### src/rtl/cwl_pkg.sv
package cwl_pkg;
   localparam int unsigned ADDR_W   = 2;
   localparam int unsigned NUM_DEST = 1 << ADDR_W;

   typedef enum logic [ADDR_W-1:0] {
      DST_REF  = 2'b00,
      DST_FB   = 2'b01,
      DST_FUNC = 2'b10,
      DST_INIT = 2'b11
   } dest_e;
endpackage

### src/rtl/cwl_sync.sv
module cwl_sync #(
   parameter int unsigned N      = 4,
   parameter int unsigned STAGES = 2
) (
   input  logic         clk,
   input  logic         rst_n,
   input  logic [N-1:0] d,
   output logic [N-1:0] q
);
   if (STAGES < 1) begin : g_bad_stages
      $error("cwl_sync: STAGES must be at least 1");
   end
   if (N < 1) begin : g_bad_n
      $error("cwl_sync: N must be at least 1");
   end

   logic [N-1:0] pipe [STAGES];

   for (genvar s = 0; s < STAGES; s++) begin : g_stage
      if (s == 0) begin : g_first
         always_ff @(posedge clk or negedge rst_n) begin
            if (!rst_n) pipe[0] <= '0;
            else        pipe[0] <= d;
         end
      end else begin : g_next
         always_ff @(posedge clk or negedge rst_n) begin
            if (!rst_n) pipe[s] <= '0;
            else        pipe[s] <= pipe[s-1];
         end
      end
   end

   assign q = pipe[STAGES-1];
endmodule

### src/rtl/cwl_shift.sv
module cwl_shift #(
   parameter int unsigned WORD_W = 24
) (
   input  logic              clk,
   input  logic              rst_n,
   input  logic              sclk_s,
   input  logic              sdat_s,
   input  logic              le_s,
   input  logic              en_s,
   output logic [WORD_W-1:0] word,
   output logic              latch,
   output logic              frame_ok
);
   localparam int unsigned CNT_MAX = WORD_W + 1;
   localparam int unsigned CNT_W   = $clog2(CNT_MAX + 1);
   localparam logic [CNT_W-1:0] CNT_SAT  = CNT_W'(CNT_MAX);
   localparam logic [CNT_W-1:0] CNT_FULL = CNT_W'(WORD_W);

   if (WORD_W < 4) begin : g_bad_word
      $error("cwl_shift: WORD_W too small");
   end

   logic             sclk_q, le_q;
   logic             sclk_rise;
   logic [WORD_W-1:0] sh;
   logic [CNT_W-1:0]  cnt;

   always_ff @(posedge clk or negedge rst_n) begin
      if (!rst_n) begin
         sclk_q <= 1'b0;
         le_q   <= 1'b0;
      end else begin
         sclk_q <= sclk_s;
         le_q   <= le_s;
      end
   end

   assign sclk_rise = sclk_s & ~sclk_q & en_s;
   assign latch     = le_s & ~le_q & en_s;

   always_ff @(posedge clk or negedge rst_n) begin
      if (!rst_n)         sh <= '0;
      else if (sclk_rise) sh <= {sh[WORD_W-2:0], sdat_s};
   end

   always_ff @(posedge clk or negedge rst_n) begin
      if (!rst_n)                          cnt <= '0;
      else if (latch)                      cnt <= '0;
      else if (sclk_rise && cnt != CNT_SAT) cnt <= cnt + 1'b1;
   end

   assign word     = sh;
   assign frame_ok = (cnt == CNT_FULL);

   p_cnt_bound_r9: assert property (@(posedge clk) disable iff (!rst_n)
      cnt <= CNT_SAT);
   p_cnt_restart_r9: assert property (@(posedge clk) disable iff (!rst_n)
      latch |=> cnt == '0);
   p_frozen_r8: assert property (@(posedge clk) disable iff (!rst_n)
      !en_s |=> $stable(sh) && $stable(cnt));
endmodule

### src/rtl/cwl_bank.sv
module cwl_bank
   import cwl_pkg::*;
#(
   parameter int unsigned WORD_W = 24
) (
   input  logic                             clk,
   input  logic                             rst_n,
   input  logic                             latch,
   input  logic                             frame_ok,
   input  logic [WORD_W-1:0]                word,
   output logic [NUM_DEST-1:0][WORD_W-1:0]  regs,
   output logic [NUM_DEST-1:0]              upd,
   output logic                             frame_err
);
   if (WORD_W <= ADDR_W) begin : g_bad_word
      $error("cwl_bank: word must be wider than the address");
   end

   logic [ADDR_W-1:0] dest;
   assign dest = word[ADDR_W-1:0];

   for (genvar i = 0; i < NUM_DEST; i++) begin : g_dest
      logic hit;
      assign hit = latch && (dest == ADDR_W'(i));

      always_ff @(posedge clk or negedge rst_n) begin
         if (!rst_n) begin
            regs[i] <= '0;
            upd[i]  <= 1'b0;
         end else begin
            upd[i] <= hit;
            if (hit) regs[i] <= word;
         end
      end

      p_load_r3: assert property (@(posedge clk) disable iff (!rst_n)
         upd[i] |-> regs[i] == $past(word));
      p_hold_r4: assert property (@(posedge clk) disable iff (!rst_n)
         !upd[i] |-> $stable(regs[i]));
   end

   always_ff @(posedge clk or negedge rst_n) begin
      if (!rst_n)     frame_err <= 1'b0;
      else if (latch) frame_err <= ~frame_ok;
   end

   p_onehot_r5: assert property (@(posedge clk) disable iff (!rst_n)
      $onehot0(upd));
   p_strobe_r5: assert property (@(posedge clk) disable iff (!rst_n)
      latch |=> $countones(upd) == 1);
   p_frame_r7: assert property (@(posedge clk) disable iff (!rst_n)
      latch |=> frame_err == !$past(frame_ok));
endmodule

### src/rtl/cwl_loader.sv
module cwl_loader
   import cwl_pkg::*;
#(
   parameter int unsigned WORD_W      = 24,
   parameter int unsigned SYNC_STAGES = 2,
   parameter int unsigned REF_LSB     = 2,
   parameter int unsigned REF_W       = 14,
   parameter int unsigned A_LSB       = 2,
   parameter int unsigned A_W         = 6,
   parameter int unsigned B_LSB       = 8,
   parameter int unsigned B_W         = 13,
   parameter int unsigned GAIN_BIT    = 21
) (
   input  logic              clk,
   input  logic              rst_n,
   input  logic              ser_clk,
   input  logic              ser_dat,
   input  logic              ser_le,
   input  logic              chip_en,
   output logic [WORD_W-1:0] reg_ref,
   output logic [WORD_W-1:0] reg_fb,
   output logic [WORD_W-1:0] reg_func,
   output logic [WORD_W-1:0] reg_init,
   output logic [REF_W-1:0]  ref_div,
   output logic [A_W-1:0]    fb_a,
   output logic [B_W-1:0]    fb_b,
   output logic              fb_gain,
   output logic [NUM_DEST-1:0] upd_strobe,
   output logic              frame_err
);
   if (REF_LSB + REF_W > WORD_W) begin : g_bad_ref
      $error("cwl_loader: reference field exceeds word");
   end
   if (A_LSB + A_W > B_LSB) begin : g_bad_a
      $error("cwl_loader: A field overlaps B field");
   end
   if (B_LSB + B_W > GAIN_BIT + 1 || GAIN_BIT >= WORD_W) begin : g_bad_b
      $error("cwl_loader: B or gain field out of range");
   end
   if (REF_LSB < ADDR_W || A_LSB < ADDR_W) begin : g_bad_addr
      $error("cwl_loader: fields overlap address bits");
   end

   logic [3:0] pins_s;
   logic       sclk_s, sdat_s, le_s, en_s;

   cwl_sync #(.N(4), .STAGES(SYNC_STAGES)) u_sync (
      .clk   (clk),
      .rst_n (rst_n),
      .d     ({chip_en, ser_le, ser_dat, ser_clk}),
      .q     (pins_s)
   );
   assign {en_s, le_s, sdat_s, sclk_s} = pins_s;

   logic [WORD_W-1:0] word;
   logic              latch, frame_ok;

   cwl_shift #(.WORD_W(WORD_W)) u_shift (
      .clk      (clk),
      .rst_n    (rst_n),
      .sclk_s   (sclk_s),
      .sdat_s   (sdat_s),
      .le_s     (le_s),
      .en_s     (en_s),
      .word     (word),
      .latch    (latch),
      .frame_ok (frame_ok)
   );

   logic [NUM_DEST-1:0][WORD_W-1:0] regs;

   cwl_bank #(.WORD_W(WORD_W)) u_bank (
      .clk       (clk),
      .rst_n     (rst_n),
      .latch     (latch),
      .frame_ok  (frame_ok),
      .word      (word),
      .regs      (regs),
      .upd       (upd_strobe),
      .frame_err (frame_err)
   );

   assign reg_ref  = regs[DST_REF];
   assign reg_fb   = regs[DST_FB];
   assign reg_func = regs[DST_FUNC];
   assign reg_init = regs[DST_INIT];

   assign ref_div = reg_ref[REF_LSB +: REF_W];
   assign fb_a    = reg_fb[A_LSB +: A_W];
   assign fb_b    = reg_fb[B_LSB +: B_W];
   assign fb_gain = reg_fb[GAIN_BIT];

   p_idle_r8: assert property (@(posedge clk) disable iff (!rst_n)
      !en_s |=> upd_strobe == '0);
   p_fields_r6: assert property (@(posedge clk) disable iff (!rst_n)
      !upd_strobe[DST_FB] |-> $stable(fb_b) && $stable(fb_a) && $stable(fb_gain));
endmodule

### config.mk
export PLATFORM = sky130hd
export DESIGN_NAME = cwl_loader
export DESIGN_NICKNAME = d
export VERILOG_FILES = /design/src/rtl/cwl_pkg.sv /design/src/rtl/cwl_sync.sv /design/src/rtl/cwl_shift.sv /design/src/rtl/cwl_bank.sv /design/src/rtl/cwl_loader.sv
export SDC_FILE = /design/constraint.sdc
export NUM_CORES = 1
export LEC_CHECK = 0
export CORE_ASPECT_RATIO = 1.25
export CORE_UTILIZATION = 44
export CTS_CLUSTER_SIZE = 30
export DETAILED_ROUTE_END_ITERATION = 8
export GPL_ROUTABILITY_DRIVEN = 0
export HOLD_SLACK_MARGIN = 0.06
export PLACE_DENSITY = 0.77
export SLEW_MARGIN = 5
export SYNTH_ARGS = -nofsm -noshare
export SYNTH_HDL_FRONTEND = slang
export SYNTH_SLANG_ARGS = --single-unit
### constraint.sdc
create_clock -name clk -period 1.7 [get_ports clk]
set_input_delay 0.425 -clock clk [delete_from_list [all_inputs] [get_ports clk]]
set_output_delay 0.425 -clock clk [all_outputs]
set_load 0.1 [all_outputs]
==> summary.md <==
| Metric | Value |
|---|---|
| Status | `finished clean` |
| Worst hold slack | `around 0.35 ns` |
| Ant diodes | `0` |
| Req. time, crit path | `1.99 ns` |
| CTS Buffer Depth | `2` |
| Vias in the first global route | `3590` |
| Count of cell types in the netlist | `29` |
| Combinational share of power | `38.7%` |
| Arrival time at the worst endpoint | `1.85 ns` |
| Share of post-route cells with drive strength above 1 | `about 69%` |
| Fin cells | `roughly 660` |
| CP Cell Sequence | `buf_4, nand2_1, nor2_2, buf_12, mux2_2` |
| Clock latency on the worst-skew pair | `0.42 ns` |
| Placed Cells | `624` |
| Initial antenna violation count | `0` |
| # setup viols final | `0` |
| Die area | `12940 sq um` |
| Levels on crit path | `5` |
| Most frequent cells in the layout | `buf_12 (141), dfrtp_1 (106), mux2_2 (95)` |
| Final Cycle Share | `91.37%` |
| Least-Margin Pin Slew | `0.4971 ns` |
| Synth top area cells | `dfrtp_1 (64%), mux2_2 (19%), buf_4 (4.6%)` |
| Fin Clk Skew | `around 0.0086 ns` |
| Unrepaired setup endpoints after global routing | `false` |
| Classification of the worst-slack hold path | `flop to flop` |
| H-tree levels | `4` |
| Max Cap Viol | `0` |
| Cells on worst reg2reg path | `5` |
| Hold Crit Depth | `0` |
| Cells after Synth | `346` |
| Detailed Route WL | `between 10000 and 15000 um` |
| Power Density | `~1400 nW/um^2` |
| CTS tree | `built` |
| Switching power | `5.099 mW` |
| CP max stage cell | `mux2_2` |
| CP Max Fanout | `21` |
| Total number of vias | `roughly 3200` |
| Pre-antenna DRT Iters | `4` |
| CORE AREA | `12160 sq um` |
| Drt initial violations | `101` |
| Via/cell ratio | `4.944` |
| Total clock sinks | `140` |
| Syn_nets | `between 300 and 400` |
| Largest stage delay, worst path | `0.38 ns` |
| DP HPWL | `9073 um` |
| Top routing layer in use | `met4` |
| Setup_tns | `0 ns` |
| Lkg Pwr | `~4.2 nW` |
| Num CTS Buffers | `17` |
| First-pass GRT wire length | `20730 um` |
| Fin. Hold Viols | `0` |
| Row count | `45` |
| Synth area leader | `dfrtp_1` |
| Post-synthesis cell area | `5494 sq um` |
| Die X | `101.9 um` |
| Met3 wire len | `617 um` |
| Clock-pin slew on the worst setup and hold paths | `0.06 ns` |
| Fin util | `73.76%` |
| CP Buf/Inv Count | `2` |
| Switching part of the total | `39.76%` |
| M1 WL | `4688 um` |
| Clock power share | `28.0%` |
| Fmax | `643.8 MHz` |
| GRT Residual Overflow | `0` |
| ANT nets after route | `0` |
| Drt drc | `0` |
| Period minus WS final | `1.553 ns` |
| WS Path Type | `flop to flop` |
| Setup bufs post-CTS | `0` |
| Nets | `around 490` |
| PortBufs | `140` |
| Relative slew slack | `66.86%` |
| Ports | `141` |
| Internal Pwr Total | `7.727 mW` |
| Yosys reg bits | `140` |
| Syn_area_per_cell | `15.88 sq um` |
| Initial Util | `45.17%` |
| Startpoint Class | `flop` |
| Largest net degree at the start of global routing | `about 50` |
| Routed len/inst | `19.65 um` |
| Delay-heaviest family, CP | `multiplexers` |
| Sequential share of power | `33.3%` |
| Max VDD drop | `0.001681 V` |
| Yosys top cell area share | `63.77%` |
| Clock root cell | `clkbuf_16` |
| Sequential area share after synthesis | `63.77%` |
| DIE HEIGHT | `126.9 um` |
| Gr usage total | `21.93%` |
| Setup crit end kind | `flop` |
| Synthesis Warnings | `0` |
| Commonest non-fill, non-tap cell in the layout | `buf_12` |
| Count of pins over their slew limit | `0` |
| Area Growth Syn to Fin | `63.27%` |
| Routed wl met2 | `7266 um` |
## flip-flops by register name (all words and copies together), names as in the netlist
register and count:
u_bank.regs 96, u_sync.pipe 4, u_shift.le_q 1, u_bank.frame_err 1, u_shift.sclk_q 1, u_sync.q 4
u_shift.cnt 5, u_bank.upd 4, u_shift.word 24
## cells in the mapped netlist
master,n
a21oi_1,4
and2_1,2
and4b_1,2
buf_12,1
buf_2,4
buf_4,34
buf_6,3
buf_8,1
clkbuf_1,3
dfrtp_1,140
ha_1,3
inv_1,4
mux2_2,95
mux2_4,17
nand2_1,5
nand2b_1,1
nand2b_4,1
nand3_1,1
nand3b_1,3
nand4b_1,1
nor2_1,1
nor2_2,2
nor2b_1,2
nor3_2,1
o211ai_1,1
o21ai_0,4
o31ai_1,1
or2_2,4
or3_1,5
## power by group through the flow
stage	sequential [mW]	combinational, mW	clock (mW)
after global placement	4.30	4.92	0
after detailed placement	4.33	4.98	0
after global routing	4.34	5.08	3.78
final	4.27	4.96	3.59
after CTS	4.28	4.99	3.65
after floorplan	5.89	1.45	0
## logic make-up after synthesis
family	Yosys count	synth area share, %
flops	140	63.77
mux	112	24.12
buf+inv	50	6.741
simple gates	31	3.689
compound gates	10	1.002
fa+ha+maj	3	0.6833
## what timing repair did
item | CTS | global route
cloned | 0 | 0
endpoints found under the hold margin | 43 | 0
endpoints found under the setup margin | 1 | 13
hold buffers | 1 | 0
gates resized for setup | 1 | 1
## metal layers
metal  global-route usage [%]  vias to the layer above
li1                         -                     1434
met2                    38.51                      120
met4                    9.328                        0
met3                    6.171                       29
met5                        0                        -
met1                    24.64                     1665
## cell type report
type,count,area [sq um]
flip-flops and latches,140,3546
fillers,707,3192
repair buffers,161,2993
multi-input cells,156,1632
clock buffers,21,460.4
well taps,164,205.2
clock inverters,11,118.9
inverters,4,15.01
## through the flow
step | total power [mW] | area [sq um] | worst slack [ns]
2_1_floorplan | 7.341 | 5537 | 0.1502
3_3_place_gp | 9.224 | 8373 | 0.05412
4_1_cts | 12.93 | 8966 | 0.02951
5_1_grt | 13.20 | 8970 | 0.08291
3_5_place_dp | 9.305 | 8373 | 0.01136
6_report | 12.83 | 8970 | 0.1466
## final timing paths
kind | startpoint | end | slack (ns)
max in group asynchronous | rst_n | u_bank.regs[40] | 0.61
min in group asynchronous | rst_n | u_bank.regs[54] | 0.51
min | u_sync.pipe[4] | u_sync.q[0] | 0.35
max reg2reg | u_sync.q[3] | u_bank.regs[92] | 0.15
min reg2reg | u_sync.pipe[4] | u_sync.q[0] | 0.35
max | u_sync.q[3] | u_bank.regs[92] | 0.15
No activity file was read; power rests on OpenSTA's default activity.
